[src/rtl/adc_seq_pkg.sv]
package adc_seq_pkg;
  typedef enum logic [1:0] {
    PM_RUN   = 2'b00,
    PM_NAP   = 2'b01,
    PM_SLEEP = 2'b10,
    PM_RSVD  = 2'b11
  } pmode_e;

  typedef enum logic [2:0] {
    ST_IDLE,
    ST_WAKE,
    ST_SETTLE,
    ST_FRAME,
    ST_PWR
  } seq_st_e;

  localparam int DATA_CLKS    = 16;
  localparam int ACQ_CLKS     = 2;
  localparam int CAP_FIRST    = 3;   // first rising edge carrying the MSB
  localparam int WORD_MAX     = 14;
  localparam int NAP_PULSES   = 2;
  localparam int SLEEP_PULSES = 4;
endpackage

[src/rtl/adc_seq_tick.sv]
module adc_seq_tick #(
  parameter int HALF_DIV = 2
) (
  input  logic clk_i,
  input  logic rst_ni,
  input  logic en_i,
  output logic tick_o
);
  localparam int CW = (HALF_DIV > 1) ? $clog2(HALF_DIV) : 1;

  logic [CW-1:0] cnt_q;

  assign tick_o = en_i && (cnt_q == CW'(HALF_DIV - 1));

  always_ff @(posedge clk_i or negedge rst_ni) begin
    if (!rst_ni)               cnt_q <= '0;
    else if (!en_i || tick_o)  cnt_q <= '0;
    else                       cnt_q <= cnt_q + CW'(1);
  end

  p_tick_bound_r3: assert property (@(posedge clk_i) disable iff (!rst_ni)
    en_i |-> (cnt_q <= CW'(HALF_DIV - 1)));
endmodule

[src/rtl/adc_seq_settle.sv]
module adc_seq_settle #(
  parameter int SETTLE_CYC = 200000
) (
  input  logic clk_i,
  input  logic rst_ni,
  input  logic en_i,
  output logic fin_o
);
  localparam int CW = (SETTLE_CYC > 1) ? $clog2(SETTLE_CYC) : 1;

  logic [CW-1:0] cnt_q;

  assign fin_o = en_i && (cnt_q == CW'(SETTLE_CYC - 1));

  always_ff @(posedge clk_i or negedge rst_ni) begin
    if (!rst_ni)              cnt_q <= '0;
    else if (!en_i || fin_o)  cnt_q <= '0;
    else                      cnt_q <= cnt_q + CW'(1);
  end

  p_settle_fin_once_r9: assert property (@(posedge clk_i) disable iff (!rst_ni)
    fin_o |=> !fin_o);
endmodule

[src/rtl/adc_seq_shift.sv]
module adc_seq_shift
  import adc_seq_pkg::*;
#(
  parameter int RES_BITS = 14
) (
  input  logic                clk_i,
  input  logic                rst_ni,
  input  logic                cap_i,
  input  logic                bit_i,
  output logic [RES_BITS-1:0] word_o
);
  logic [WORD_MAX-1:0] shreg_q;

  always_ff @(posedge clk_i or negedge rst_ni) begin
    if (!rst_ni)    shreg_q <= '0;
    else if (cap_i) shreg_q <= {shreg_q[WORD_MAX-2:0], bit_i};
  end

  // narrow builds keep the leading positions, trailing ones are don't-care
  generate
    if (RES_BITS < WORD_MAX) begin : g_trim
      assign word_o = shreg_q[WORD_MAX-1 -: RES_BITS];
    end else begin : g_full
      assign word_o = shreg_q;
    end
  endgenerate
endmodule

[src/rtl/adc_seq_ctrl.sv]
module adc_seq_ctrl
  import adc_seq_pkg::*;
#(
  parameter int RES_BITS   = 14,
  parameter int HALF_DIV   = 2,
  parameter int SETTLE_CYC = 200000
) (
  input  logic                clk_i,
  input  logic                rst_ni,
  input  logic                start_i,
  input  logic [1:0]          mode_i,
  output logic                busy_o,
  output logic                done_o,
  output logic [RES_BITS-1:0] sample_o,
  output logic                sample_valid_o,
  output logic                smp_strobe_o,
  output logic                ser_clk_o,
  input  logic                ser_data_i
);
  localparam int FRAME_CLKS  = DATA_CLKS + ACQ_CLKS;
  localparam int FRAME_LAST  = 2 * FRAME_CLKS;          // slot 0 = strobe lead
  localparam int SW          = $clog2(FRAME_LAST + 1);
  localparam int CAP_LO      = 2 * (CAP_FIRST - 1);
  localparam int CAP_HI      = 2 * (CAP_FIRST + WORD_MAX - 2);
  localparam int NAP_LAST    = 2 * NAP_PULSES - 1;
  localparam int SLEEP_LAST  = 2 * SLEEP_PULSES - 1;

  seq_st_e state_q, state_d;
  logic [SW-1:0] slot_q, slot_d, pwr_last;
  pmode_e mode_q, req_mode;
  logic pd_q, deep_q, have_prev_q;
  logic conv_q, sck_q, done_q, valid_q;
  logic [RES_BITS-1:0] sample_q, word;
  logic tick, settle_fin, cap, frame_end, pwr_end, wake_exit;
  logic conv_d, sck_d;

  assign req_mode = pmode_e'(mode_i);
  assign pwr_last = (mode_q == PM_SLEEP) ? SW'(SLEEP_LAST) : SW'(NAP_LAST);

  adc_seq_tick #(.HALF_DIV(HALF_DIV)) u_tick (
    .clk_i (clk_i), .rst_ni(rst_ni),
    .en_i  (state_q != ST_IDLE && state_q != ST_SETTLE),
    .tick_o(tick)
  );

  adc_seq_settle #(.SETTLE_CYC(SETTLE_CYC)) u_settle (
    .clk_i(clk_i), .rst_ni(rst_ni),
    .en_i (state_q == ST_SETTLE),
    .fin_o(settle_fin)
  );

  assign cap = (state_q == ST_FRAME) && tick && !slot_q[0] &&
               (slot_q >= SW'(CAP_LO)) && (slot_q <= SW'(CAP_HI));

  adc_seq_shift #(.RES_BITS(RES_BITS)) u_shift (
    .clk_i(clk_i), .rst_ni(rst_ni),
    .cap_i(cap), .bit_i(ser_data_i),
    .word_o(word)
  );

  assign frame_end = (state_q == ST_FRAME) && tick && (slot_q == SW'(FRAME_LAST));
  assign pwr_end   = (state_q == ST_PWR) && tick && (slot_q == pwr_last);
  assign wake_exit = (state_q == ST_WAKE) && tick && (slot_q == SW'(1));

  always_comb begin
    state_d = state_q;
    slot_d  = slot_q;
    unique case (state_q)
      ST_IDLE: if (start_i) begin
        slot_d = '0;
        if (req_mode == PM_NAP || req_mode == PM_SLEEP) state_d = ST_PWR;
        else if (pd_q)                                  state_d = ST_WAKE;
        else                                            state_d = ST_FRAME;
      end
      ST_WAKE: if (tick) begin
        if (wake_exit) begin
          slot_d  = '0;
          state_d = deep_q ? ST_SETTLE : ST_FRAME;
        end else slot_d = slot_q + SW'(1);
      end
      ST_SETTLE: if (settle_fin) begin
        slot_d  = '0;
        state_d = ST_FRAME;
      end
      ST_FRAME: if (tick) begin
        if (frame_end) state_d = ST_IDLE;
        else           slot_d  = slot_q + SW'(1);
      end
      ST_PWR: if (tick) begin
        if (pwr_end) state_d = ST_IDLE;
        else         slot_d  = slot_q + SW'(1);
      end
      default: state_d = ST_IDLE;
    endcase
  end

  // pin levels registered from the next slot so they change cleanly at slot start
  assign conv_d = (state_d == ST_FRAME && slot_d <= SW'(1)) ||
                  (state_d == ST_PWR && !slot_d[0]);
  assign sck_d  = (state_d == ST_FRAME && slot_d[0]) ||
                  (state_d == ST_WAKE && slot_d == '0);

  always_ff @(posedge clk_i or negedge rst_ni) begin
    if (!rst_ni) begin
      state_q     <= ST_IDLE;
      slot_q      <= '0;
      mode_q      <= PM_RUN;
      pd_q        <= 1'b0;
      deep_q      <= 1'b0;
      have_prev_q <= 1'b0;
      conv_q      <= 1'b0;
      sck_q       <= 1'b0;
      done_q      <= 1'b0;
      valid_q     <= 1'b0;
      sample_q    <= '0;
    end else begin
      state_q <= state_d;
      slot_q  <= slot_d;
      conv_q  <= conv_d;
      sck_q   <= sck_d;
      done_q  <= frame_end || pwr_end;
      valid_q <= frame_end && have_prev_q;
      if (state_q == ST_IDLE && start_i) mode_q <= req_mode;
      if (frame_end) begin
        sample_q    <= word;
        have_prev_q <= 1'b1;
      end
      if (pwr_end) begin
        pd_q        <= 1'b1;
        deep_q      <= deep_q || (mode_q == PM_SLEEP);
        have_prev_q <= 1'b0;
      end
      if (wake_exit) begin
        pd_q   <= 1'b0;
        deep_q <= 1'b0;
      end
    end
  end

  assign busy_o         = (state_q != ST_IDLE);
  assign done_o         = done_q;
  assign sample_valid_o = valid_q;
  assign sample_o       = sample_q;
  assign smp_strobe_o   = conv_q;
  assign ser_clk_o      = sck_q;

  p_idle_quiet_r1: assert property (@(posedge clk_i) disable iff (!rst_ni)
    !busy_o |-> (!smp_strobe_o && !ser_clk_o));
  p_frame_bound_r2: assert property (@(posedge clk_i) disable iff (!rst_ni)
    (state_q == ST_FRAME) |-> (slot_q <= SW'(FRAME_LAST)));
  p_strobe_lead_r3: assert property (@(posedge clk_i) disable iff (!rst_ni)
    $rose(smp_strobe_o) |-> !ser_clk_o);
  p_valid_with_done_r6: assert property (@(posedge clk_i) disable iff (!rst_ni)
    sample_valid_o |-> done_o);
  p_pwr_clk_idle_r7: assert property (@(posedge clk_i) disable iff (!rst_ni)
    (state_q == ST_PWR) |-> !ser_clk_o);
  p_settle_quiet_r9: assert property (@(posedge clk_i) disable iff (!rst_ni)
    (state_q == ST_SETTLE) |-> (!smp_strobe_o && !ser_clk_o));
  p_done_pulse_r11: assert property (@(posedge clk_i) disable iff (!rst_ni)
    done_o |=> !done_o);
  p_done_idle_r11: assert property (@(posedge clk_i) disable iff (!rst_ni)
    done_o |-> !busy_o);
endmodule

[config.mk]
export PLATFORM = sky130hd
export DESIGN_NAME = adc_seq_ctrl
export DESIGN_NICKNAME = d
export VERILOG_FILES = /design/src/rtl/adc_seq_pkg.sv /design/src/rtl/adc_seq_tick.sv /design/src/rtl/adc_seq_settle.sv /design/src/rtl/adc_seq_shift.sv /design/src/rtl/adc_seq_ctrl.sv
export SDC_FILE = /design/constraint.sdc
export NUM_CORES = 1
export LEC_CHECK = 0
export BUFFER_PORTS_ARGS = -buffer_cell sky130_fd_sc_hd__buf_2
export CAP_MARGIN = 20
export CORE_UTILIZATION = 64
export DETAILED_ROUTE_END_ITERATION = 10
export GPL_TIMING_DRIVEN = 0
export PLACE_DENSITY = 0.82
export SLEW_MARGIN = 10
export SYNTH_ARGS = -nofsm -noshare
export SYNTH_HDL_FRONTEND = slang
export SYNTH_SLANG_ARGS = --single-unit
[constraint.sdc]
create_clock -name clk_i -period 4.9 [get_ports clk_i]
set_clock_uncertainty 0.2 [all_clocks]
set_input_delay 0.49 -clock clk_i [delete_from_list [all_inputs] [get_ports clk_i]]
set_output_delay 0.49 -clock clk_i [all_outputs]
set_load 0.01 [all_outputs]
Yosys cells after proc, flatten, opt, wreduce, memory -nomap -nowiden:

Index checks and enable logic that the tools add are counted.

* register bits: 65
* bits of input ports: 6
* output and inout bits: 19
* logic and storage cells: 99

* add/subtract/negate cells: 3
* order comparisons: 3
* equal/unequal tests: 15
* muxes and demuxes: 30
* reductions and logical operators: 34

Operators with widths (number)
* 2-to-1 mux 6 bit: 8
* 2-to-1 mux 3 bit: 10
* one-hot mux 6 bit (5 select lines): 1
* adder 18 x 1 -> 18 bit, second input constant: 1
* == test 18 bit, second input constant: 1
* logical AND 1 bit: 18
* 2-to-1 mux 18 bit: 1
* one-hot mux 3 bit (5 select lines): 1
* == test 3 x 2 -> 1 bit, second input constant: 3
* 2-to-1 mux 1 bit: 8
* logical OR 1 bit: 7
* adder 6 x 1 -> 6 bit, second input constant: 1
* == test 3 x 1 -> 1 bit, second input constant: 2
* == test 3 bit, second input constant: 2
* == test 6 x 1 -> 1 bit, second input constant: 1
* == test 6 x 3 -> 1 bit: 1
* == test 6 bit, second input constant: 1
* greater-or-equal comparator 6 x 3 -> 1 bit, second input constant: 1
* <= comparator 6 x 1 -> 1 bit, second input constant: 1
* <= comparator 6 x 5 -> 1 bit, second input constant: 1
* zero test 6 bit: 1
* == test 2 bit, second input constant: 2
* zero test 1 bit: 4
* nonzero test 2 bit: 2
* 6 further kinds: 6

Depth between registers and ports, before layout:

Gate-level depths: netlist of the first run.

* depth in word-level cells: 11
* depth in mapped cells: 9
* depth with buffers taken out: 9

By module:

Synthesis of the first run repeated with hierarchy kept, for this count alone.

* cells, all modules: 315
* area, all modules: 3397.0 µm²

By module, submodules not included
* adc_seq_ctrl: times used 1, cells each 190, area each 1916.8 µm², seq. area each 800.8 µm²
* adc_seq_settle: times used 1, cells each 93, area each 919.6 µm², seq. area each 450.4 µm²
* adc_seq_shift: times used 1, cells each 29, area each 519.2 µm², seq. area each 350.3 µm²
* adc_seq_tick: times used 1, cells each 3, area each 41.3 µm², seq. area each 25.0 µm²

Least setup slack after synthesis of the first run:

OpenSTA, ideal clock, no wires.

* path type: register to register
* start: reg slot_q[1]
* end: reg sck_q, in the netlist ser_clk_o
* library setup time: 104 ps
* arrival: 2179 ps
* data required time: 4596 ps
* path slack: 2417 ps
* cell stages (with the launch flop): 10
* path buffers: 0
* clock period less this slack: 2483 ps
* path through: dfrtp_1 > inv_1 > ha_1 > or4b_4 > or3_1 > nand2_1 > a21oi_1 > o21ai_1 > nand4bb_4 > o41ai_2

* word-level cells in the longest chain between the ends: 8
* elaborated cells on any way between the ends: 29
* classes of those cells: 1 x add/sub; 5 x eq/ne; 16 x mux; 7 x reduce/logical

Ends and longest elaborated chain
* from (decl): line adc_seq_ctrl.sv:29 `logic [SW-1:0] slot_q, slot_d, pwr_last;`
* from (signal assigned): line adc_seq_ctrl.sv:118 `slot_q <= slot_d;`
* branches (longest 7 deep; another with adder 6 x 1 -> 6 bit)
* logical OR 1 bit (*): line adc_seq_ctrl.sv:100 `assign sck_d = (state_d == ST_FRAME && slot_d[0]) ||`
* net sck_d: line adc_seq_ctrl.sv:35 `logic conv_d, sck_d;`
* to (signal assigned): line adc_seq_ctrl.sv:120 `sck_q <= sck_d;`
* to (decl): line adc_seq_ctrl.sv:32 `logic conv_q, sck_q, done_q, valid_q;`

Mark *: on every way through the listed nets, which the timed path passes.
A chain may end at the register's enable or synchronous reset.

Final worst setup path of the first run:

Ends and elaborated chain as after synthesis.

==> results of run 1 <==
final cells by class:
type                       instances  area, um2  share of cell area
sequential                        65       1627              0.4602
inverter                           9      33.78            0.009558
buffer                            12      63.81             0.01805
clock buffer                      10      137.6             0.03894
clock inverter                     5      56.30             0.01593
tap                               67      83.83             0.02372
timing repair buffer              25      127.6             0.03611
multi-input combinational        207       1405              0.3975
placed cells by master (no fill, tap or decap), types with 2 or more instances in the layout:
master	synthesis	final
dfrtp_1	65	65
nand2_1	35	35
nor2_1	34	34
mux2_2	29	29
buf_2	3	26
nand3_1	13	13
xor2_1	10	10
clkbuf_8	0	10
inv_1	9	9
a21oi_1	9	9
clkbuf_1	7	7
xnor2_1	7	7
o21ai_0	7	7
or3_1	5	5
nor2b_1	5	5
nand2b_1	5	5
nand4_1	5	5
ha_1	4	4
o31ai_1	3	3
buf_6	2	2
a211oi_1	2	2
a31oi_1	2	2
nor4_1	2	2
a21o_1	2	2
nor3_1	2	2
and4_1	2	2
and3_1	2	2
clkinv_2	0	2
cell usage after synthesis (4+ instances only):
library cell and count:
dfrtp_1 65, nand2_1 35, nor2_1 34, mux2_2 29, nand3_1 13, xor2_1 10
a21oi_1 9, inv_1 9, clkbuf_1 7, o21ai_0 7, xnor2_1 7, nand2b_1 5
nand4_1 5, nor2b_1 5, or3_1 5, ha_1 4
state kept, by name, summed over array words and instances, names as in the netlist, 2 cells and up:
name	count
u_settle.cnt_q	18
sample_o	14
u_shift.word_o	14
slot_q	6
state_q	3
mode_q	2
metal layers:
| metal | up-vias | track usage | wire, um |
|---|---|---|---|
| met3 | 21 | 0.06667 | 293 |
| li1 | 1090 | - | - |
| met4 | 0 | 0.1612 | 180 |
| met2 | 67 | 0.4287 | 3037 |
| met5 | - | 0 | 0 |
| met1 | 1133 | 0.3743 | 2887 |
power by group:
group	total (mW)	switching, mW	internal, mW	leakage (nW)
registers	0.616	0.0321	0.584	0.897
clock network	0.446	0.201	0.245	0.0981
logic	0.461	0.288	0.173	0.705
worst max-delay path by stage:
stage | cells after the start | endpoint | slack (ns) | startpoint
after floorplan | 9 | ser_clk_o | 2.42 | slot_q[1]
after global placement | 6 | u_shift.word_o[11] | 2.00 | state_q[2]
after detailed placement | 6 | u_shift.word_o[6] | 1.98 | state_q[2]
after CTS | 6 | u_shift.word_o[5] | 1.97 | state_q[2]
after global routing | 9 | ser_clk_o | 2.05 | slot_q[1]
final | 9 | ser_clk_o | 2.15 | slot_q[1]
cell families after synthesis:
| group | Yosys count | synth area share |
|---|---|---|
| XOR/XNOR | 17 | 0.04758 |
| flip-flops | 65 | 0.5198 |
| adder cells (fa/ha/maj) | 4 | 0.01599 |
| buffers and inverters | 21 | 0.03119 |
| multiplexers | 29 | 0.1044 |
| AND/OR/NAND/NOR | 122 | 0.2043 |
| AO/OA/AOI/OAI | 35 | 0.07677 |
==> flow_summary.html, run 1 <==
<table>
<tr><th>Metric</th><th>Value</th></tr>
<tr><th colspan="2">Outcome</th></tr>
<tr><td>Result of the run</td><td>finished clean</td></tr>
<tr><th colspan="2">Synthesis</th></tr>
<tr><td>Post-synth ARST share</td><td>1.000</td></tr>
<tr><td>Syn Std Cell Area</td><td>3129 um2</td></tr>
<tr><td>Yosys warning total</td><td>0</td></tr>
<tr><td>Cell types with the largest area share after synthesis</td><td>dfrtp_1, mux2_2, nand2_1</td></tr>
<tr><td>Cell accounting for the most synthesized area</td><td>dfrtp_1</td></tr>
<tr><td>Mapped Avg Cell Area</td><td>10.68 um2</td></tr>
<tr><td>Cell count after synthesis</td><td>293</td></tr>
<tr><td>Share of the synthesized area in the top cell type</td><td>0.5198</td></tr>
<tr><td>Share of the yosys chip area belonging to registers</td><td>0.5198</td></tr>
<tr><td>FF+latch count, synth</td><td>65</td></tr>
<tr><td>Most used DFF post-synth</td><td>dfrtp_1</td></tr>
<tr><td>Post-synth EDFFs</td><td>0</td></tr>
<tr><td>Syn Nets</td><td>303</td></tr>
<tr><td>Number of distinct library cells after synthesis</td><td>48</td></tr>
<tr><th colspan="2">Detailed routing</th></tr>
<tr><td>Ratio of routed vias to standard cells</td><td>5.778</td></tr>
<tr><td>Post-detailed-route count of antenna-violating nets</td><td>0</td></tr>
<tr><td>Final wirelength</td><td>6399 um</td></tr>
<tr><td>Detailed-router iteration count before antenna repair</td><td>4</td></tr>
<tr><td>Vias</td><td>2,311</td></tr>
<tr><td>Final routed wire length divided by cell count</td><td>16.00 um</td></tr>
<tr><td>Residual DRC count</td><td>0</td></tr>
<tr><td>Drt initial violations</td><td>310</td></tr>
<tr><th colspan="2">Critical path</th></tr>
<tr><td>Required time worst endpoint</td><td>4.93 ns</td></tr>
<tr><td>Buffers plus inverters on the worst setup path</td><td>1</td></tr>
<tr><td>Worst r2r dst</td><td>ser_clk_o</td></tr>
<tr><td>Kind of launch point of the worst setup path</td><td>register</td></tr>
<tr><td>Arrival time at the worst endpoint</td><td>2.77 ns</td></tr>
<tr><td>CP max-delay cell</td><td>or4b_4</td></tr>
<tr><td>Nature of the critical path endpoint</td><td>register</td></tr>
<tr><td>Series of cell instances along the critical path</td><td>inv_1 -&gt; ha_1 -&gt; or4b_4 -&gt; or3_1 -&gt; nand2_1 -&gt; a21oi_1 -&gt; o21ai_1 -&gt; nand4bb_4 -&gt; o41ai_2</td></tr>
<tr><td>Max FO, Critical Path</td><td>5</td></tr>
<tr><td>WS Path Type</td><td>reg2reg</td></tr>
<tr><td>Cell type group with the largest total delay on the critical path</td><td>simple AND/OR/NAND/NOR gates</td></tr>
<tr><td>Worst reg2reg path depth</td><td>9</td></tr>
<tr><td>Start of the worst register-to-register path</td><td>slot_q[1]</td></tr>
<tr><td>Setup slack on the worst flop-to-flop path</td><td>2.15 ns</td></tr>
<tr><td>Slowest cell delay on critical path</td><td>0.48 ns</td></tr>
<tr><th colspan="2">Layout</th></tr>
<tr><td>Layout overhead on the synthesized area</td><td>12.95%</td></tr>
<tr><td>Final-stage net count</td><td>339</td></tr>
<tr><td>Antenna diodes</td><td>0</td></tr>
<tr><td>Final Instance Area</td><td>3535 um2</td></tr>
<tr><td>Non-filler instance count after layout</td><td>400</td></tr>
<tr><td>Fraction of layout cells with a size suffix above 1</td><td>0.2523</td></tr>
<tr><td>End-of-flow core utilization</td><td>0.7483</td></tr>
<tr><td>Filler cells</td><td>295</td></tr>
<tr><th colspan="2">CTS</th></tr>
<tr><td>CTS tree</td><td>yes</td></tr>
<tr><td># H-tree levels</td><td>3</td></tr>
<tr><td>Num Clock Sinks</td><td>65</td></tr>
<tr><td>Resize count post-CTS</td><td>0</td></tr>
<tr><td>Setup Buffers After CTS</td><td>0</td></tr>
<tr><td>Largest buffer count on any clock path</td><td>2</td></tr>
<tr><td>Root cell of the clock tree</td><td>clkbuf_8</td></tr>
<tr><td>Clk slew on worst S/H paths</td><td>0.07 ns</td></tr>
<tr><td>Worst-skew pair later-pin latency</td><td>0.33 ns</td></tr>
<tr><td>Total clock buffers created by CTS</td><td>9</td></tr>
<tr><td>Post-CTS Hold Fix Bufs</td><td>0</td></tr>
<tr><th colspan="2">Floorplan</th></tr>
<tr><td>FP Rows</td><td>25</td></tr>
<tr><td>Core outline area</td><td>4723 um2</td></tr>
<tr><td>Die W</td><td>71.93 um</td></tr>
<tr><td>Initial core utilization</td><td>0.6625</td></tr>
<tr><td>Count of boundary I/O pins</td><td>25</td></tr>
<tr><td>Die H</td><td>71.93 um</td></tr>
<tr><td>Die area</td><td>5173 um2</td></tr>
<tr><th colspan="2">Placed design</th></tr>
<tr><td>DP Area</td><td>3336 um2</td></tr>
<tr><td>Routability Congestion</td><td>0.9191</td></tr>
<tr><td>Detailed placer's ending HPWL</td><td>4143 um</td></tr>
<tr><td>Number of cells after detailed placement</td><td>384</td></tr>
<tr><td>Setup slack after placement</td><td>1.977 ns</td></tr>
<tr><td>Port bufs</td><td>24</td></tr>
<tr><th colspan="2">Timing</th></tr>
<tr><td>Final hold violation count</td><td>0</td></tr>
<tr><td>Max-slew violations</td><td>0</td></tr>
<tr><td>Actual slew at the worst max-slew pin</td><td>0.7928 ns</td></tr>
<tr><td>Worst slack on hold paths</td><td>0.03859 ns</td></tr>
<tr><td>Setup repair after global routing missed its margin</td><td>false</td></tr>
<tr><td>Fmax</td><td>0.3642 GHz</td></tr>
<tr><td>Setup TNS</td><td>0 ns</td></tr>
<tr><td>Final period util</td><td>0.5604</td></tr>
<tr><td>Setup violators final</td><td>0</td></tr>
<tr><td>Shortest period the worst path allows</td><td>2.746 ns</td></tr>
<tr><td>Max transition margin</td><td>0.4715</td></tr>
<tr><td>Worst Setup Slack, final</td><td>2.154 ns</td></tr>
<tr><th colspan="2">Global routing</th></tr>
<tr><td>Maximum number of pins on one net before global-route repair</td><td>66</td></tr>
<tr><td>All-Layer GR Usage</td><td>0.2813</td></tr>
<tr><td>Global-route wire length before repair</td><td>10,860 um</td></tr>
<tr><td>Global route overflow</td><td>0</td></tr>
<tr><td>Number of global-route vias before repair</td><td>2,341</td></tr>
<tr><td>Antenna violations before repair</td><td>0</td></tr>
<tr><th colspan="2">Power</th></tr>
<tr><td>Maximum vdd ir drop</td><td>0.0002931 V</td></tr>
<tr><td>Power density over cell area</td><td>431.0 nW/um2</td></tr>
<tr><td>Leakage Power</td><td>1.700 nW</td></tr>
<tr><td>Power Total</td><td>1.523 mW</td></tr>
<tr><th colspan="2">Min path</th></tr>
<tr><td>Class of the tightest hold or removal check</td><td>in2async</td></tr>
<tr><th colspan="2">Job</th></tr>
<tr><td>Number of max-cap violations</td><td>0</td></tr>
</table>
Power figures use the tool's default switching activity.
==> run 2: changes to the inputs <==
Settings changed: ABC_AREA set to 1, CORE_UTILIZATION 64 to 60, PLACE_DENSITY 0.82 to 0.78.
Clock period 4.9 ns to 2.7 ns, I/O delays scaled along.
==> run 2 against run 1 <==
Net effect:
- non-clock buffer count down 3
- register-to-register slack worse by 1.7 ns
- worst setup slack worse by 1.7 ns
- global-route usage down 0.56 points
- routed wire length up 8.0%
- clock power up 78%
- synthesized cell count up 41%
- utilization down 3.5 points
- worst hold slack worse by 0.012 ns
- first-iteration DRC count down 31%
- maximum frequency up 24%
==> flow_summary.html, run 2 <==
<table>
<tr><th>Metric</th><th>Value</th></tr>
<tr><th colspan="2">Detailed routing</th></tr>
<tr><td>Detailed-router iteration count before antenna repair</td><td>4 (unchanged)</td></tr>
<tr><td>Final routed wire length divided by cell count</td><td>13.22 um (-17%)</td></tr>
<tr><td>Post-detailed-route count of antenna-violating nets</td><td>0 (unchanged)</td></tr>
<tr><td>Residual DRC count</td><td>0 (unchanged)</td></tr>
<tr><td>Final wirelength</td><td>6913 um (+8.0%)</td></tr>
<tr><td>Drt initial violations</td><td>213 (-31%)</td></tr>
<tr><td>Ratio of routed vias to standard cells</td><td>5.272 (-8.8%)</td></tr>
<tr><td>Vias</td><td>2,757 (+19%)</td></tr>
<tr><th colspan="2">Critical path</th></tr>
<tr><td>Kind of launch point of the worst setup path</td><td>register</td></tr>
<tr><td>Arrival time at the worst endpoint</td><td>2.28 ns (-0.49 ns)</td></tr>
<tr><td>Required time worst endpoint</td><td>2.78 ns (-2.15 ns)</td></tr>
<tr><td>Max FO, Critical Path</td><td>8 (+3)</td></tr>
<tr><td>WS Path Type</td><td>reg2reg</td></tr>
<tr><td>Nature of the critical path endpoint</td><td>register</td></tr>
<tr><th colspan="2">Power</th></tr>
<tr><td>Part of the power in combinational logic</td><td>0.304 (about the same)</td></tr>
<tr><td>Maximum vdd ir drop</td><td>0.0005923 V (+100%)</td></tr>
<tr><td>Leakage Power</td><td>1.848 nW (+8.7%)</td></tr>
<tr><td>Net switching power of the design</td><td>1.049 mW (+100%)</td></tr>
<tr><td>Power density over cell area</td><td>767.4 nW/um2 (+78%)</td></tr>
<tr><td>Switching part of the total</td><td>0.3707 (+0.02873)</td></tr>
<tr><td>Int Pwr</td><td>1.781 mW (+78%)</td></tr>
<tr><td>Sequential fraction of design power</td><td>0.415 (+0.010)</td></tr>
<tr><td>Clock share of power</td><td>0.281 (-0.012)</td></tr>
<tr><th colspan="2">Timing</th></tr>
<tr><td>Actual slew at the worst max-slew pin</td><td>0.7993 ns (+0.006489 ns)</td></tr>
<tr><td>Setup repair after global routing missed its margin</td><td>false</td></tr>
<tr><td>Setup violators final</td><td>0 (unchanged)</td></tr>
<tr><td>Shortest period the worst path allows</td><td>2.207 ns (-0.5390 ns)</td></tr>
<tr><td>Fmax</td><td>0.4531 GHz (+24%)</td></tr>
<tr><td>Final period util</td><td>0.8174 (+0.2570)</td></tr>
<tr><td>Max-slew violations</td><td>0 (unchanged)</td></tr>
<tr><td>Setup TNS</td><td>0 ns (unchanged)</td></tr>
<tr><td>Worst Setup Slack, final</td><td>0.4929 ns (-1.661 ns)</td></tr>
<tr><td>Final hold violation count</td><td>0 (unchanged)</td></tr>
<tr><td>Max transition margin</td><td>0.4671 (-0.004326)</td></tr>
<tr><th colspan="2">Global routing</th></tr>
<tr><td>Antenna violations before repair</td><td>0 (unchanged)</td></tr>
<tr><td>Global route overflow</td><td>0 (unchanged)</td></tr>
<tr><td>Global routing met2 resource utilization</td><td>0.4238 (-0.004926)</td></tr>
<tr><td>All-Layer GR Usage</td><td>0.2757 (-0.005582)</td></tr>
<tr><td>Global-route wire length before repair</td><td>11,690 um (+7.6%)</td></tr>
<tr><td>Maximum number of pins on one net before global-route repair</td><td>66 (unchanged)</td></tr>
<tr><td>Met3 capacity usage during global routing</td><td>0.05423 (-0.01243)</td></tr>
<tr><td>Global-route met1 utilization</td><td>0.3944 (+0.02016)</td></tr>
<tr><td>Number of global-route vias before repair</td><td>2,583 (+10%)</td></tr>
<tr><td>Global routing's busiest layer</td><td>met2</td></tr>
<tr><th colspan="2">Synthesis</th></tr>
<tr><td>Cell accounting for the most synthesized area</td><td>dfrtp_1</td></tr>
<tr><td>Share of the synthesized area in the top cell type</td><td>0.4979 (-0.02190)</td></tr>
<tr><td>Syn Std Cell Area</td><td>3267 um2 (+4.4%)</td></tr>
<tr><td>FF+latch count, synth</td><td>65 (unchanged)</td></tr>
<tr><td>Commonest cells post-synth</td><td>nand2_1, dfrtp_1, inv_1</td></tr>
<tr><td>Most frequent cell after synthesis</td><td>nand2_1</td></tr>
<tr><td>Syn Nets</td><td>423 (+40%)</td></tr>
<tr><td>Post-synth ARST share</td><td>1.000 (unchanged)</td></tr>
<tr><td>Yosys warning total</td><td>0 (unchanged)</td></tr>
<tr><td>Share of the yosys chip area belonging to registers</td><td>0.4979 (-0.02190)</td></tr>
<tr><td>Number of distinct library cells after synthesis</td><td>30 (-38%)</td></tr>
<tr><td>Post-synth EDFFs</td><td>0 (unchanged)</td></tr>
<tr><td>Mapped Avg Cell Area</td><td>7.910 um2 (-26%)</td></tr>
<tr><td>Cell count after synthesis</td><td>413 (+41%)</td></tr>
<tr><td>Most used DFF post-synth</td><td>dfrtp_1</td></tr>
<tr><td>Cell types with the largest area share after synthesis</td><td>dfrtp_1, nand2_1, inv_1</td></tr>
<tr><th colspan="2">CTS</th></tr>
<tr><td>Worst-skew pair later-pin latency</td><td>0.34 ns (about the same)</td></tr>
<tr><td>Largest buffer count on any clock path</td><td>2 (unchanged)</td></tr>
<tr><td>CTS tree</td><td>yes</td></tr>
<tr><td>Total clock buffers created by CTS</td><td>9 (unchanged)</td></tr>
<tr><td>Setup Buffers After CTS</td><td>0 (unchanged)</td></tr>
<tr><td># H-tree levels</td><td>3 (unchanged)</td></tr>
<tr><td>Num Clock Sinks</td><td>65 (unchanged)</td></tr>
<tr><td>Clk slew on worst S/H paths</td><td>0.07 ns (about the same)</td></tr>
<tr><td>Root cell of the clock tree</td><td>clkbuf_8</td></tr>
<tr><th colspan="2">Layout</th></tr>
<tr><td>Number of flip-flops under the largest register name</td><td>18 (unchanged)</td></tr>
<tr><td>Antenna diodes</td><td>0 (unchanged)</td></tr>
<tr><td>Filler cells</td><td>415 (+41%)</td></tr>
<tr><td>Layout overhead on the synthesized area</td><td>12.91% (about the same)</td></tr>
<tr><td>Fraction of layout cells with a size suffix above 1</td><td>0.1678 (-0.08448)</td></tr>
<tr><td>Final-stage net count</td><td>461 (+36%)</td></tr>
<tr><td>Register with the most flip-flops</td><td>u_settle.cnt_q</td></tr>
<tr><td>Most common cell after layout, fill and taps aside</td><td>nand2_1</td></tr>
<tr><td>Leading cell types in the layout, fill and taps excluded</td><td>nand2_1, dfrtp_1, inv_1</td></tr>
<tr><th colspan="2">Floorplan</th></tr>
<tr><td>FP Rows</td><td>26 (+4.0%)</td></tr>
<tr><td>Die H</td><td>75.79 um (+5.4%)</td></tr>
<tr><td>Die area</td><td>5744 um2 (+11%)</td></tr>
<tr><td>Core outline area</td><td>5172 um2 (+9.5%)</td></tr>
<tr><td>Die W</td><td>75.79 um (+5.4%)</td></tr>
<tr><td>Initial core utilization</td><td>0.6316 (-0.03092)</td></tr>
<tr><td>Count of boundary I/O pins</td><td>25 (unchanged)</td></tr>
<tr><th colspan="2">Outcome</th></tr>
<tr><td>Result of the run</td><td>finished clean</td></tr>
<tr><th colspan="2">Placed design</th></tr>
<tr><td>Routability Congestion</td><td>0.9359 (+1.8%)</td></tr>
<tr><td>Detailed placer's ending HPWL</td><td>4816 um (+16%)</td></tr>
<tr><td>Port bufs</td><td>24 (unchanged)</td></tr>
<tr><td>Setup slack after placement</td><td>0.5138 ns (-1.463 ns)</td></tr>
<tr><th colspan="2">Min path</th></tr>
<tr><td>Class of the tightest hold or removal check</td><td>in2reg</td></tr>
<tr><th colspan="2">Job</th></tr>
<tr><td>Number of max-cap violations</td><td>0 (unchanged)</td></tr>
</table>
==> run 2: final timing paths <==
path                       depth (start not counted)                 to   startpoint  slack [ns]
setup / recovery                                  13       smp_strobe_o    slot_q[1]        0.49
hold / removal                                     3          mode_q[0]    mode_i[0]        0.03
setup reg to reg                                  13       smp_strobe_o    slot_q[1]        0.49
hold reg to reg                                    2        sample_o[3]  sample_o[3]        0.28
max in group asynchronous                          2          slot_q[1]       rst_ni        1.41
min in group asynchronous                          2  u_settle.cnt_q[8]       rst_ni        0.36
==> run 2: power groups by stage <==
stage,Combinational [mW],Sequential (mW),Clock [mW]
after floorplan,0.629,1.17,0
after global placement,0.818,1.18,0
after detailed placement,0.836,1.19,0
after CTS,0.853,1.17,0.809
after global routing,0.975,1.19,0.845
final,0.861,1.17,0.795
==> run 2: area by class of cell <==
cell class	instances	area, um2	area share
Inverter	61	229.0	0.06208
Timing Repair Buffer	27	152.6	0.04138
Sequential cell	65	1627	0.4410
Clock inverter	3	43.79	0.01187
Clock buffer	10	137.6	0.03731
Multi-Input combinational cell	280	1383	0.3748
Tap cell	70	87.58	0.02374
Buffer	7	28.78	0.007802
==> run 2: worst max-delay path, stage by stage, from the launching register on <==
cell	delay, ns
dfrtp_1	0.48
ha_1	0.27
nand2_1	0.07
nor2_1	0.13
nand3_1	0.13
nand3_1	0.15
nor2_1	0.06
nor2_1	0.09
nand2_1	0.05
nor2_1	0.11
nand2_1	0.08
nor2_2	0.16
nand3_1	0.10
nand2_1	0.07
==> run 2: per-stage QoR <==
step	instance area, um2	hold WS [ns]	util	total power, mW	std cells
CTS	3689	0.01578	0.7131	2.834	523
floorplan	3267	-0.2256	-	1.799	413
detailed placement	3477	0.2118	0.6722	2.025	507
global route	3689	0.05627	0.7131	3.011	523
finish	3689	0.02624	0.7131	2.831	523
global placement	3475	0.2629	0.6717	2.001	507
==> run 2: metal layers <==
layer | part of all wire | vias to the layer above
met5 | 0 | -
met4 | 0.012 | 0
met3 | 0.054 | 10
met2 | 0.44 | 84
met1 | 0.49 | 1279
li1 | - | 1384
==> run 2: repair_timing <==
item                                   in CTS  in global routing
hold buffers                                3                  0
gates resized for setup                     0                  0
endpoints found under the hold margin      67                  0
==> run 2: cells by family after synthesis <==
group	synth area share
AND/OR/NAND/NOR	0.2857
flip-flops	0.4979
buffers and inverters	0.07890
multiplexers	0.006893
AO/OA/AOI/OAI	0.09652
XOR/XNOR	0.01877
adder cells (fa/ha/maj)	0.01532
==> run 3: changes to the inputs <==
Clock period 2.7 ns to 2.22 ns, I/O delays scaled along.
==> run 3 against run 2 <==
Net effect:
- utilization rose by 3.1 points
- largest cell class unchanged
- total power rose by 26%
- global-route usage rose by 0.26 points
- sequential power rose by 22%
- register-to-register slack got worse by 0.39 ns
- sequential share of layout area fell by 1.8 points
- clock power rose by 22%
- sequential cell count did not move
- final cell count rose by 2.3%
==> flow_summary.html, run 3 (synthesis gave the netlist of run 2 again) <==
<table>
<tr><th>Metric</th><th>Value</th></tr>
<tr><th colspan="2">Critical path</th></tr>
<tr><td>WS Path Type</td><td>reg2reg</td></tr>
<tr><td>Nature of the critical path endpoint</td><td>register</td></tr>
<tr><td>Kind of launch point of the worst setup path</td><td>register</td></tr>
<tr><td>Setup slack on the worst flop-to-flop path</td><td>0.11 ns (-0.39 ns)</td></tr>
<tr><td>Max FO, Critical Path</td><td>6 (-2)</td></tr>
<tr><td>Required time worst endpoint</td><td>2.24 ns (-0.54 ns)</td></tr>
<tr><td>Arrival time at the worst endpoint</td><td>2.14 ns (-0.14 ns)</td></tr>
<tr><th colspan="2">Floorplan</th></tr>
<tr><td>Count of boundary I/O pins</td><td>25 (unchanged)</td></tr>
<tr><td>Die H</td><td>75.79 um (unchanged)</td></tr>
<tr><td>Initial core utilization</td><td>0.6316 (unchanged)</td></tr>
<tr><td>Die area</td><td>5744 um2 (unchanged)</td></tr>
<tr><td>Die W</td><td>75.79 um (unchanged)</td></tr>
<tr><td>Core outline area</td><td>5172 um2 (unchanged)</td></tr>
<tr><td>FP Rows</td><td>26 (unchanged)</td></tr>
<tr><th colspan="2">Power</th></tr>
<tr><td>Clock share of power</td><td>0.272 (-0.009)</td></tr>
<tr><td>Power Total</td><td>3.560 mW (+26%)</td></tr>
<tr><td>Int Pwr</td><td>2.227 mW (+25%)</td></tr>
<tr><td>Part of the power in combinational logic</td><td>0.325 (+0.021)</td></tr>
<tr><td>Power density over cell area</td><td>925.0 nW/um2 (+21%)</td></tr>
<tr><td>Maximum vdd ir drop</td><td>0.0007123 V (+20%)</td></tr>
<tr><td>Switching part of the total</td><td>0.3745 (+0.003766)</td></tr>
<tr><td>Leakage Power</td><td>1.920 nW (+3.9%)</td></tr>
<tr><td>Sequential fraction of design power</td><td>0.403 (-0.012)</td></tr>
<tr><td>Net switching power of the design</td><td>1.333 mW (+27%)</td></tr>
<tr><th colspan="2">Global routing</th></tr>
<tr><td>All-Layer GR Usage</td><td>0.2783 (+0.002558)</td></tr>
<tr><td>Antenna violations before repair</td><td>0 (unchanged)</td></tr>
<tr><td>Maximum number of pins on one net before global-route repair</td><td>66 (unchanged)</td></tr>
<tr><td>Global route overflow</td><td>0 (unchanged)</td></tr>
<tr><td>Global-route wire length before repair</td><td>11,780 um (+0.77%)</td></tr>
<tr><td>Number of global-route vias before repair</td><td>2,580 (-0.12%)</td></tr>
<tr><th colspan="2">Timing</th></tr>
<tr><td>Final hold violation count</td><td>0 (unchanged)</td></tr>
<tr><td>Setup repair after global routing missed its margin</td><td>true</td></tr>
<tr><td>Worst Setup Slack, final</td><td>0.1055 ns (-0.3874 ns)</td></tr>
<tr><td>Actual slew at the worst max-slew pin</td><td>0.7946 ns (-0.004687 ns)</td></tr>
<tr><td>Max transition margin</td><td>0.4703 (+0.003124)</td></tr>
<tr><td>Setup violators final</td><td>0 (unchanged)</td></tr>
<tr><td>Max-slew violations</td><td>0 (unchanged)</td></tr>
<tr><td>Worst slack on hold paths</td><td>0.05821 ns (+0.03196 ns)</td></tr>
<tr><td>Fmax</td><td>0.4729 GHz (+4.4%)</td></tr>
<tr><td>Final period util</td><td>0.9525 (+0.1350)</td></tr>
<tr><td>Shortest period the worst path allows</td><td>2.114 ns (-0.09259 ns)</td></tr>
<tr><th colspan="2">Min path</th></tr>
<tr><td>Class of the tightest hold or removal check</td><td>in2reg</td></tr>
<tr><th colspan="2">Placed design</th></tr>
<tr><td>Detailed placer's ending HPWL</td><td>4816 um (unchanged)</td></tr>
<tr><td>Routability Congestion</td><td>0.9359 (unchanged)</td></tr>
<tr><td>Setup slack after placement</td><td>0.03383 ns (-0.4800 ns)</td></tr>
<tr><td>Port bufs</td><td>24 (unchanged)</td></tr>
<tr><th colspan="2">Layout</th></tr>
<tr><td>Most common cell after layout, fill and taps aside</td><td>nand2_1</td></tr>
<tr><td>Antenna diodes</td><td>0 (unchanged)</td></tr>
<tr><td>Leading cell types in the layout, fill and taps excluded</td><td>nand2_1, dfrtp_1, inv_1</td></tr>
<tr><td>Layout overhead on the synthesized area</td><td>17.81%</td></tr>
<tr><td>Fraction of layout cells with a size suffix above 1</td><td>0.2086 (+0.04083)</td></tr>
<tr><td>Register with the most flip-flops</td><td>u_settle.cnt_q</td></tr>
<tr><td>Number of flip-flops under the largest register name</td><td>18 (unchanged)</td></tr>
<tr><td>End-of-flow core utilization</td><td>0.7441 (+0.03096)</td></tr>
<tr><td>Final-stage net count</td><td>473 (+2.6%)</td></tr>
<tr><th colspan="2">CTS</th></tr>
<tr><td>Clk slew on worst S/H paths</td><td>0.07 ns (about the same)</td></tr>
<tr><td>CTS tree</td><td>yes</td></tr>
<tr><td>Largest buffer count on any clock path</td><td>2 (unchanged)</td></tr>
<tr><td>Num Clock Sinks</td><td>65 (unchanged)</td></tr>
<tr><td>Total clock buffers created by CTS</td><td>9 (unchanged)</td></tr>
<tr><td>Root cell of the clock tree</td><td>clkbuf_8</td></tr>
<tr><td>Worst-skew pair later-pin latency</td><td>0.33 ns (about the same)</td></tr>
<tr><td># H-tree levels</td><td>3 (unchanged)</td></tr>
<tr><th colspan="2">Outcome</th></tr>
<tr><td>Result of the run</td><td>finished clean</td></tr>
<tr><th colspan="2">Detailed routing</th></tr>
<tr><td>Drt initial violations</td><td>171 (-20%)</td></tr>
<tr><td>Detailed-router iteration count before antenna repair</td><td>5 (+1)</td></tr>
<tr><td>Residual DRC count</td><td>0 (unchanged)</td></tr>
<tr><td>Final routed wire length divided by cell count</td><td>13.26 um (+0.33%)</td></tr>
<tr><td>Vias</td><td>2,801 (+1.6%)</td></tr>
<tr><td>Post-detailed-route count of antenna-violating nets</td><td>0 (unchanged)</td></tr>
<tr><td>Ratio of routed vias to standard cells</td><td>5.236 (-0.68%)</td></tr>
<tr><td>Final wirelength</td><td>7095 um (+2.6%)</td></tr>
<tr><th colspan="2">Job</th></tr>
<tr><td>Number of max-cap violations</td><td>0 (unchanged)</td></tr>
</table>
run 3: cell count changes in the layout (fill, tap and decap cells not counted), moves of 2 or more:
cell	change
nand3_1	-2
dfrtp_2	+2
nor2_1	-2
buf_4	+11
dfrtp_1	-2
ha_1	-2
nor2_4	+3
run 3: through the flow:
stage / std cells / TNS (ns) / area (um2)
after floorplan: 413 / 0 / 3267
after global placement: 507 / 0 / 3475
after detailed placement: 507 / 0 / 3477
after CTS: 524 / 0 / 3699
after global routing: 535 / -0.03477 / 3849
final: 535 / 0 / 3849
run 3: power by group through the flow:
stage / Combinational [mW] / Sequential, mW / Clock [mW]
6_report: 1.16 / 1.43 / 0.968
5_1_grt: 1.30 / 1.45 / 1.03
4_1_cts: 1.04 / 1.43 / 0.983
3_5_place_dp: 1.02 / 1.45 / 0
3_3_place_gp: 0.995 / 1.44 / 0
2_1_floorplan: 0.765 / 1.42 / 0
run 3: final cells by class:
cell class | count | area [um2]
buffer | 7 | 28.78
clock buffer | 10 | 137.6
clock inverter | 3 | 43.79
fill | 391 | 1324
inverter | 61 | 231.5
multi-input combinational | 280 | 1445
sequential | 65 | 1629
tap | 70 | 87.58
timing repair buffer | 39 | 245.2
run 3: timing repair:
action / in CTS / in global routing
hold buffers: 4 / 0
endpoints found under the hold margin: 68 / 0
endpoints found under the setup margin: 0 / 20
buffers inserted: 0 / 11
resized for setup: 0 / 17
run 3: layer usage:
metal,track usage,vias up,part of all wire
met5,0,-,0
met4,0.09053,0,0.0093
met3,0.05423,8,0.056
met2,0.4267,79,0.46
met1,0.3997,1306,0.47
li1,-,1408,-
run 3: final timing paths:
| check | depth (start not counted) | endpoint | startpoint |
|---|---|---|---|
| max | 12 | smp_strobe_o | slot_q[0] |
| min | 3 | mode_q[0] | start_i |
| max reg2reg | 12 | smp_strobe_o | slot_q[0] |
| min reg2reg | 2 | sample_o[3] | sample_o[3] |
| max in group asynchronous | 2 | slot_q[0] | rst_ni |
| min in group asynchronous | 2 | u_settle.cnt_q[6] | rst_ni |
run 3: worst max-delay path, stage by stage, from the launching register on:
cell and delay (ns):
dfrtp_2 0.45, ha_2 0.23, nand2_1 0.08, nor2_2 0.15, nand3_2 0.12, nor2_4 0.16
nor2_2 0.07, a21oi_1 0.18, nor2_2 0.07, nand2_1 0.11, nor2_4 0.05, nand3_1 0.08
nand2_1 0.05
